==> src/rtl/irrx_runlen.sv <==
module irrx_runlen #(
  parameter int DEPTH  = 64,
  parameter int DIV_LO = 64,
  parameter int DIV_HI = 128
) (
  input  logic        clk,
  input  logic        rst_n,
  input  logic        ir_in,
  input  logic        wr_en,
  input  logic        rd_en,
  input  logic [4:0]  addr,
  input  logic [31:0] wdata,
  output logic [31:0] rdata,
  output logic        irq
);
  localparam int PW  = $clog2(DEPTH);
  localparam int CW  = PW + 1;
  localparam int DCW = $clog2(DIV_HI);
  localparam logic [4:0] A_CTRL = 5'h00;
  localparam logic [4:0] A_RXC  = 5'h04;
  localparam logic [4:0] A_SMP  = 5'h08;
  localparam logic [4:0] A_IEN  = 5'h0C;
  localparam logic [4:0] A_STA  = 5'h10;
  localparam logic [4:0] A_DAT  = 5'h14;

  // configuration registers
  logic          ge_q, rxe_q, inv_q;
  logic [1:0]    md_q;
  logic [23:0]   smp_q;
  logic          ovf_en_q, pe_en_q, dav_en_q;
  logic [CW-1:0] trig_q;

  always_ff @(posedge clk or negedge rst_n) begin
    if (!rst_n) begin
      ge_q <= 1'b0; rxe_q <= 1'b0; md_q <= 2'b00; inv_q <= 1'b0;
      smp_q <= '0; ovf_en_q <= 1'b0; pe_en_q <= 1'b0; dav_en_q <= 1'b0;
      trig_q <= '0;
    end else if (wr_en) begin
      case (addr)
        A_CTRL: begin ge_q <= wdata[0]; rxe_q <= wdata[1]; md_q <= wdata[5:4]; end
        A_RXC:  inv_q <= wdata[2];
        A_SMP:  smp_q <= wdata[23:0];
        A_IEN:  begin
          ovf_en_q <= wdata[0]; pe_en_q <= wdata[1]; dav_en_q <= wdata[4];
          trig_q <= wdata[8 +: CW];
        end
        default: ;
      endcase
    end
  end

  logic unused_wbits;
  assign unused_wbits = ^wdata[31:24];

  wire en     = ge_q & rxe_q & (md_q == 2'b11);
  wire sta_wr = wr_en && (addr == A_STA);

  // input synchronizer and sample tick
  logic [1:0]     sy_q;
  logic [DCW-1:0] dcnt_q;
  always_ff @(posedge clk or negedge rst_n)
    if (!rst_n) sy_q <= 2'b00;
    else        sy_q <= {sy_q[0], ir_in ^ inv_q};

  wire [DCW-1:0] div_top = smp_q[0] ? DCW'(DIV_HI - 1) : DCW'(DIV_LO - 1);
  wire           tick    = en && (dcnt_q >= div_top);
  wire           s       = sy_q[1];

  always_ff @(posedge clk or negedge rst_n)
    if (!rst_n)            dcnt_q <= '0;
    else if (!en || tick)  dcnt_q <= '0;
    else                   dcnt_q <= dcnt_q + 1'b1;

  // glitch filter, run-length packer, packet framing
  logic        f_q, cur_q, active_q;
  logic [5:0]  pend_q;
  logic [6:0]  run_q;
  logic [15:0] act_cnt_q;
  logic [16:0] idle_cnt_q;

  wire [6:0]  flt_need = (smp_q[7:2] == 6'd0) ? 7'd1 : {1'b0, smp_q[7:2]};
  wire        differ   = (s != f_q);
  wire        flip     = differ && (({1'b0, pend_q} + 7'd1) >= flt_need);
  wire        fn       = flip ? s : f_q;
  wire [15:0] act_base = {9'd0, smp_q[22:16]} + 16'd1;
  wire [15:0] act_thr  = smp_q[23] ? (act_base << 7) : act_base;
  wire [16:0] idle_thr = ({9'd0, smp_q[15:8]} + 17'd1) << 7;
  wire        activating = !active_q && fn && ((act_cnt_q + 16'd1) >= act_thr);
  wire        ending     = active_q && !fn && ((idle_cnt_q + 17'd1) == idle_thr);
  wire        same       = (fn == cur_q);
  wire        push_vld   = same ? (run_q == 7'd127) : (run_q != 7'd0);
  wire [7:0]  push_byte  = same ? {cur_q, 7'd127} : {cur_q, 7'(run_q - 7'd1)};
  wire        push       = tick && push_vld && (same ? (active_q || activating) : active_q);
  wire        end_evt    = tick && ending;

  always_ff @(posedge clk or negedge rst_n) begin
    if (!rst_n) begin
      f_q <= 1'b0; cur_q <= 1'b0; active_q <= 1'b0; pend_q <= '0;
      run_q <= '0; act_cnt_q <= '0; idle_cnt_q <= '0;
    end else if (!en) begin
      f_q <= 1'b0; cur_q <= 1'b0; active_q <= 1'b0; pend_q <= '0;
      run_q <= '0; act_cnt_q <= '0; idle_cnt_q <= '0;
    end else if (tick) begin
      f_q        <= fn;
      pend_q     <= (differ && !flip) ? pend_q + 6'd1 : 6'd0;
      cur_q      <= fn;
      run_q      <= same ? ((run_q == 7'd127) ? 7'd0 : run_q + 7'd1) : 7'd1;
      active_q   <= ending ? 1'b0 : (active_q | activating);
      act_cnt_q  <= (fn && !active_q) ? act_cnt_q + 16'd1 : 16'd0;
      idle_cnt_q <= (fn || !active_q) ? 17'd0 : idle_cnt_q + 17'd1;
    end
  end

  // receive FIFO
  logic [7:0]    mem [DEPTH];
  logic [PW-1:0] wp_q, rp_q;
  logic [CW-1:0] cnt_q;
  wire full   = (cnt_q == CW'(DEPTH));
  wire pop    = rd_en && (addr == A_DAT) && (cnt_q != '0);
  wire wr_ok  = push && (!full || pop);
  wire ovf_set = push && full && !pop;

  always_ff @(posedge clk)
    if (wr_ok) mem[wp_q] <= push_byte;

  always_ff @(posedge clk or negedge rst_n) begin
    if (!rst_n) begin
      wp_q <= '0; rp_q <= '0; cnt_q <= '0;
    end else begin
      if (wr_ok) wp_q <= wp_q + 1'b1;
      if (pop)   rp_q <= rp_q + 1'b1;
      cnt_q <= cnt_q + CW'(wr_ok) - CW'(pop);
    end
  end

  // status flags and interrupt
  logic ovf_q, pe_q, dav_q;
  always_ff @(posedge clk or negedge rst_n) begin
    if (!rst_n) begin
      ovf_q <= 1'b0; pe_q <= 1'b0; dav_q <= 1'b0;
    end else begin
      ovf_q <= ovf_set | (ovf_q & ~(sta_wr & wdata[0]));
      pe_q  <= end_evt | (pe_q  & ~(sta_wr & wdata[1]));
      dav_q <= (cnt_q > trig_q) | (dav_q & ~(sta_wr & wdata[4]));
    end
  end

  assign irq = (ovf_q & ovf_en_q) | (pe_q & pe_en_q) | (dav_q & dav_en_q);

  always_comb begin
    rdata = '0;
    case (addr)
      A_CTRL: begin rdata[0] = ge_q; rdata[1] = rxe_q; rdata[5:4] = md_q; end
      A_RXC:  rdata[2] = inv_q;
      A_SMP:  rdata[23:0] = smp_q;
      A_IEN:  begin
        rdata[0] = ovf_en_q; rdata[1] = pe_en_q; rdata[4] = dav_en_q;
        rdata[8 +: CW] = trig_q;
      end
      A_STA:  begin
        rdata[0] = ovf_q; rdata[1] = pe_q; rdata[4] = dav_q;
        rdata[8 +: CW] = cnt_q;
      end
      A_DAT:  if (cnt_q != '0) rdata[7:0] = mem[rp_q];
      default: ;
    endcase
  end

  // assertions
  a_r9_count_bound: assert property (@(posedge clk) disable iff (!rst_n)
    cnt_q <= CW'(DEPTH));
  a_r9_ovf_when_full: assert property (@(posedge clk) disable iff (!rst_n)
    $rose(ovf_q) |-> ($past(cnt_q) == CW'(DEPTH)));
  a_r4_end_closes_packet: assert property (@(posedge clk) disable iff (!rst_n)
    $rose(pe_q) |-> !active_q);
  a_r7_quiet_when_off: assert property (@(posedge clk) disable iff (!rst_n)
    (!en && !pop) |=> (cnt_q == $past(cnt_q)));
  a_r5_open_on_pulse: assert property (@(posedge clk) disable iff (!rst_n)
    $rose(active_q) |-> f_q);
endmodule

==> config.mk <==
export PLATFORM = sky130hd
export DESIGN_NAME = irrx_runlen
export DESIGN_NICKNAME = d
export VERILOG_FILES = /design/src/rtl/irrx_runlen.sv
export SDC_FILE = /design/constraint.sdc
export NUM_CORES = 1
export LEC_CHECK = 0
export BUFFER_PORTS_ARGS = -buffer_cell sky130_fd_sc_hd__buf_2
export CORE_MARGIN = 4
export CORE_UTILIZATION = 40
export CTS_BUF_LIST = sky130_fd_sc_hd__clkbuf_4
export DETAILED_ROUTE_END_ITERATION = 8
export SYNTH_ARGS = -nofsm -noshare
export SYNTH_HDL_FRONTEND = slang
export SYNTH_SLANG_ARGS = --single-unit
==> constraint.sdc <==
create_clock -name clk -period 12.5 [get_ports clk]
set_clock_uncertainty 0.2 [all_clocks]
set_input_delay 2.5 -clock clk [delete_from_list [all_inputs] [get_ports clk]]
set_output_delay 2.5 -clock clk [all_outputs]
set_load 0.005 [all_outputs]
==> run_results.csv <==
group,metric,value,unit
status,status,"finished, violations left",
cts,hold_buffers,0,
cts,clockRootBuffer,"clkbuf_4",
grt,grt_use_met1,22.57,%
min_path,min_path_cells,0,
cells_and_area,multi_input_area,8507,um2
grt,grt_pass1_vias,16149,
sta,setup_viol,0,
sta,tns,0,ns
detailed_routing,drt-initial-drc-count,1246,
logic_synthesis,avgSynthCellArea,16.66,um2
logic_synthesis,synth_area_leaders,"edfxtp_1 (56%), mux4_2 (13%), dfrtp_1 (11%)",
worst_setup_path,critPathKind,"in -> out",
worst_setup_path,arrival,4.98,ns
detailed_routing,wl_per_cell,21.83,um
logic_synthesis,synthCells,1642,
logic_synthesis,synth_largest_area_cell,"edfxtp_1",
worst_setup_path,crit_slowest_cell,"nor2_1",
die,core_area,67510,um2
cts,cts_setup_buffers,0,
cts,numCtsBuffers,165,
logic_synthesis,synth_top_cell_area_share,56.20,%
cts,h-tree-depth,4,
logic_synthesis,synth.most_common_cell,"edfxtp_1",
cts,cts_sinks,630,
worst_setup_path,cp_data_required_time,9.80,ns
cells_and_area,fill_cells,5893,
detailed_routing,viasPerCell,5.461,
detailed_routing,antenna_violating_nets_post_route,0,
logic_synthesis,ys_warn_count,0,
detailed_routing,drc,1,
grt,grtUsageTotal,17.20,%
logic_synthesis,yosysSeqAreaShare,67.00,%
grt,grt_util_met2,27.11,%
die,die_area,72640,um2
detailed_routing,first_pass_iters,8,
sta,hold_violations,0,
place,dp_hpwl,38.12,mm
die,die_w,269.5,um
grt,grt_remaining_overflow,0,
die,start_util,40.52,%
logic_synthesis,synth_edf_count,512,
run,maxCapViolCount,0,
grt,antenna_found_initial,2,
sta,fmax,0.1302,GHz
sta,post-route-min-period,7.681,ns
power,p_per_area,152.8,nW/um2
sta,drv_slew,0,
cells_and_area,seq_area,18340,um2
worst_setup_path,path_cells,"buf_2 > nor3_1 > nand2_1 > nor2_1 > a22oi_1 > nand2_1 > buf_2",
cts,clkTransAtPathRegs,0.06,ns
die,ioPinCount,75,
sta,final.period_utilization,61.45,%
power,vdd_drop_max,126.8,uV
status,violations,"DRC",
cts,cts_max_path_buffers,3,
grt,grt_max_degree,98,
logic_synthesis,syn_area,27350,um2
worst_setup_path,reg2regPathDepth,12,
logic_synthesis,ys_ff_latch,630,
detailed_routing,routed_wl,61.83,mm
sta,rsz0062_at_grt,"no",
logic_synthesis,synth_common_cells,"edfxtp_1 (512), mux4_2 (160), dfrtp_1 (118)",
worst_setup_path,critPathMaxFanout,13,
place,placed_cell_area,28840,um2
die,rows,95,
cells_and_area,finalNetCount,1935,
detailed_routing,vias,15472,
logic_synthesis,synth_cell_types,63,
logic_synthesis,ys.flop_type,"edfxtp_1",
logic_synthesis,async_reset_ff_share,18.73,%
worst_setup_path,critPathCaptureType,"output pin",
place,gp_congestion,0.8393,
grt,met3_usage,5.868,%
grt,grt_pass1_wl,95.68,mm
cells_and_area,final_area,30970,um2
place,port_buffers,58,
cts,cts_tree,"done",
cts,clock_latency,0.98,ns
cts,cts_resized,0,
die,die_h,269.5,um
cells_and_area,layout-drive-gt1-share,31.50,%
sta,relSlewSlack,16.94,%
sta,worst_pin_slew,1.236,ns
worst_setup_path,critPathMaxStageDelay,0.79,ns
worst_setup_path,cp-start-kind,"primary input",
power,p_leak,9.317,nW
grt,grt.busiest_layer,"met2",
min_path,hold_path.class,"reg -> reg",
cells_and_area,syn_to_final_growth,13.23,%
-- registers in the layout (all words and copies together), names as in the netlist --
name / cells
act_cnt_q: 16
active_q: 1
cnt_q: 7
cur_q: 1
dav_en_q: 1
dav_q: 1
dcnt_q: 7
ge_q: 1
idle_cnt_q: 17
inv_q: 1
md_q: 2
mem: 512
ovf_en_q: 1
ovf_q: 1
pe_en_q: 1
pe_q: 1
pend_q: 6
rp_q: 6
run_q: 7
rxe_q: 1
smp_q: 24
sy_q: 2
trig_q: 7
wp_q: 6
-- path summary, 6_finish.rpt --
kind                                             from                        end  slack, ns
worst max-delay path                          addr[4]                   rdata[7]       4.82
worst min-delay path                sy_q[0]$_DFF_PN0_          sy_q[1]$_DFF_PN0_       0.24
worst max register to register  pend_q[0]$_DFFE_PN0N_       mem[46][2]$_DFFE_PP_       6.55
worst min register to register      sy_q[0]$_DFF_PN0_          sy_q[1]$_DFF_PN0_       0.24
max in group asynchronous                       rst_n  act_cnt_q[15]$_DFFE_PN0N_       9.29
min in group asynchronous                       rst_n       smp_q[7]$_DFFE_PN0P_       1.45
-- per-layer routing --
layer	vias up	share of wire [%]	wire length [um]
met5	-	0	0
met4	0	2.3	1445
met3	117	7.8	4848
met2	519	48	29610
met1	7867	42	25930
li1	6969	-	-
-- cell type report --
cell class / count / share of cell area, %
inverters: 30 / 0.3636
diodes: 1 / 0.008079
repair buffers: 122 / 2.537
flip-flops and latches: 630 / 59.20
clock inverters: 41 / 1.030
multi-input cells: 894 / 27.47
clock buffers: 242 / 5.865
well taps: 873 / 3.527
-- metrics by stage --
stage | hold WS (ns) | setup slack (ns) | util, % | total power (W) | std cells
floorplan | 0.1312 | 5.939 | - | 0.002851 | 1649
global placement | 0.2212 | 4.850 | 42.71 | 0.002970 | 2549
detailed placement | 0.2036 | 4.830 | 42.71 | 0.002980 | 2549
CTS | 0.2824 | 4.819 | 45.87 | 0.004812 | 2832
global route | 0.2703 | 4.513 | 45.88 | 0.004994 | 2833
finish | 0.2406 | 4.819 | 45.88 | 0.004732 | 2833
-- logic make-up after synthesis --
group | count (synthesis) | share of synthesized area, %
fa+ha+maj | 50 | 2.314
mux | 217 | 15.46
other cells | 1 | 0.01371
simple gates | 383 | 6.847
buf+inv | 125 | 2.145
xor+xnor | 73 | 2.337
compound gates | 163 | 3.883
flops | 630 | 67.00
-- critical path, delay by kind of cell --
kind	cells	cell delay (ns)
buffers and inverters	2	0.24
and+or+nand+nor	4	2.04
AOI/OAI and AO/OA	1	0.20
-- placed cells by master (no fill, tap or decap), types with 22 or more instances in the layout --
cell type	n
buf_2	57
buf_4	64
clkbuf_4	242
clkinv_1	22
dfrtp_1	114
edfxtp_1	512
ha_1	49
inv_1	30
mux2_2	44
mux4_2	160
nand2_1	106
nand3_1	50
nor2_1	57
nor3_1	64
o21ai_0	64
xnor2_1	40
xor2_1	33
-- where the power goes --
group          total, W  leakage [nW]  internal [W]  switching [W]
registers       0.00239          4.79       0.00229      0.0000999
clock network   0.00181          1.27      0.000973       0.000835
logic          0.000538          3.26      0.000260       0.000277
total           0.00473          9.32       0.00352        0.00121
No activity file was read; power rests on OpenSTA's default activity.
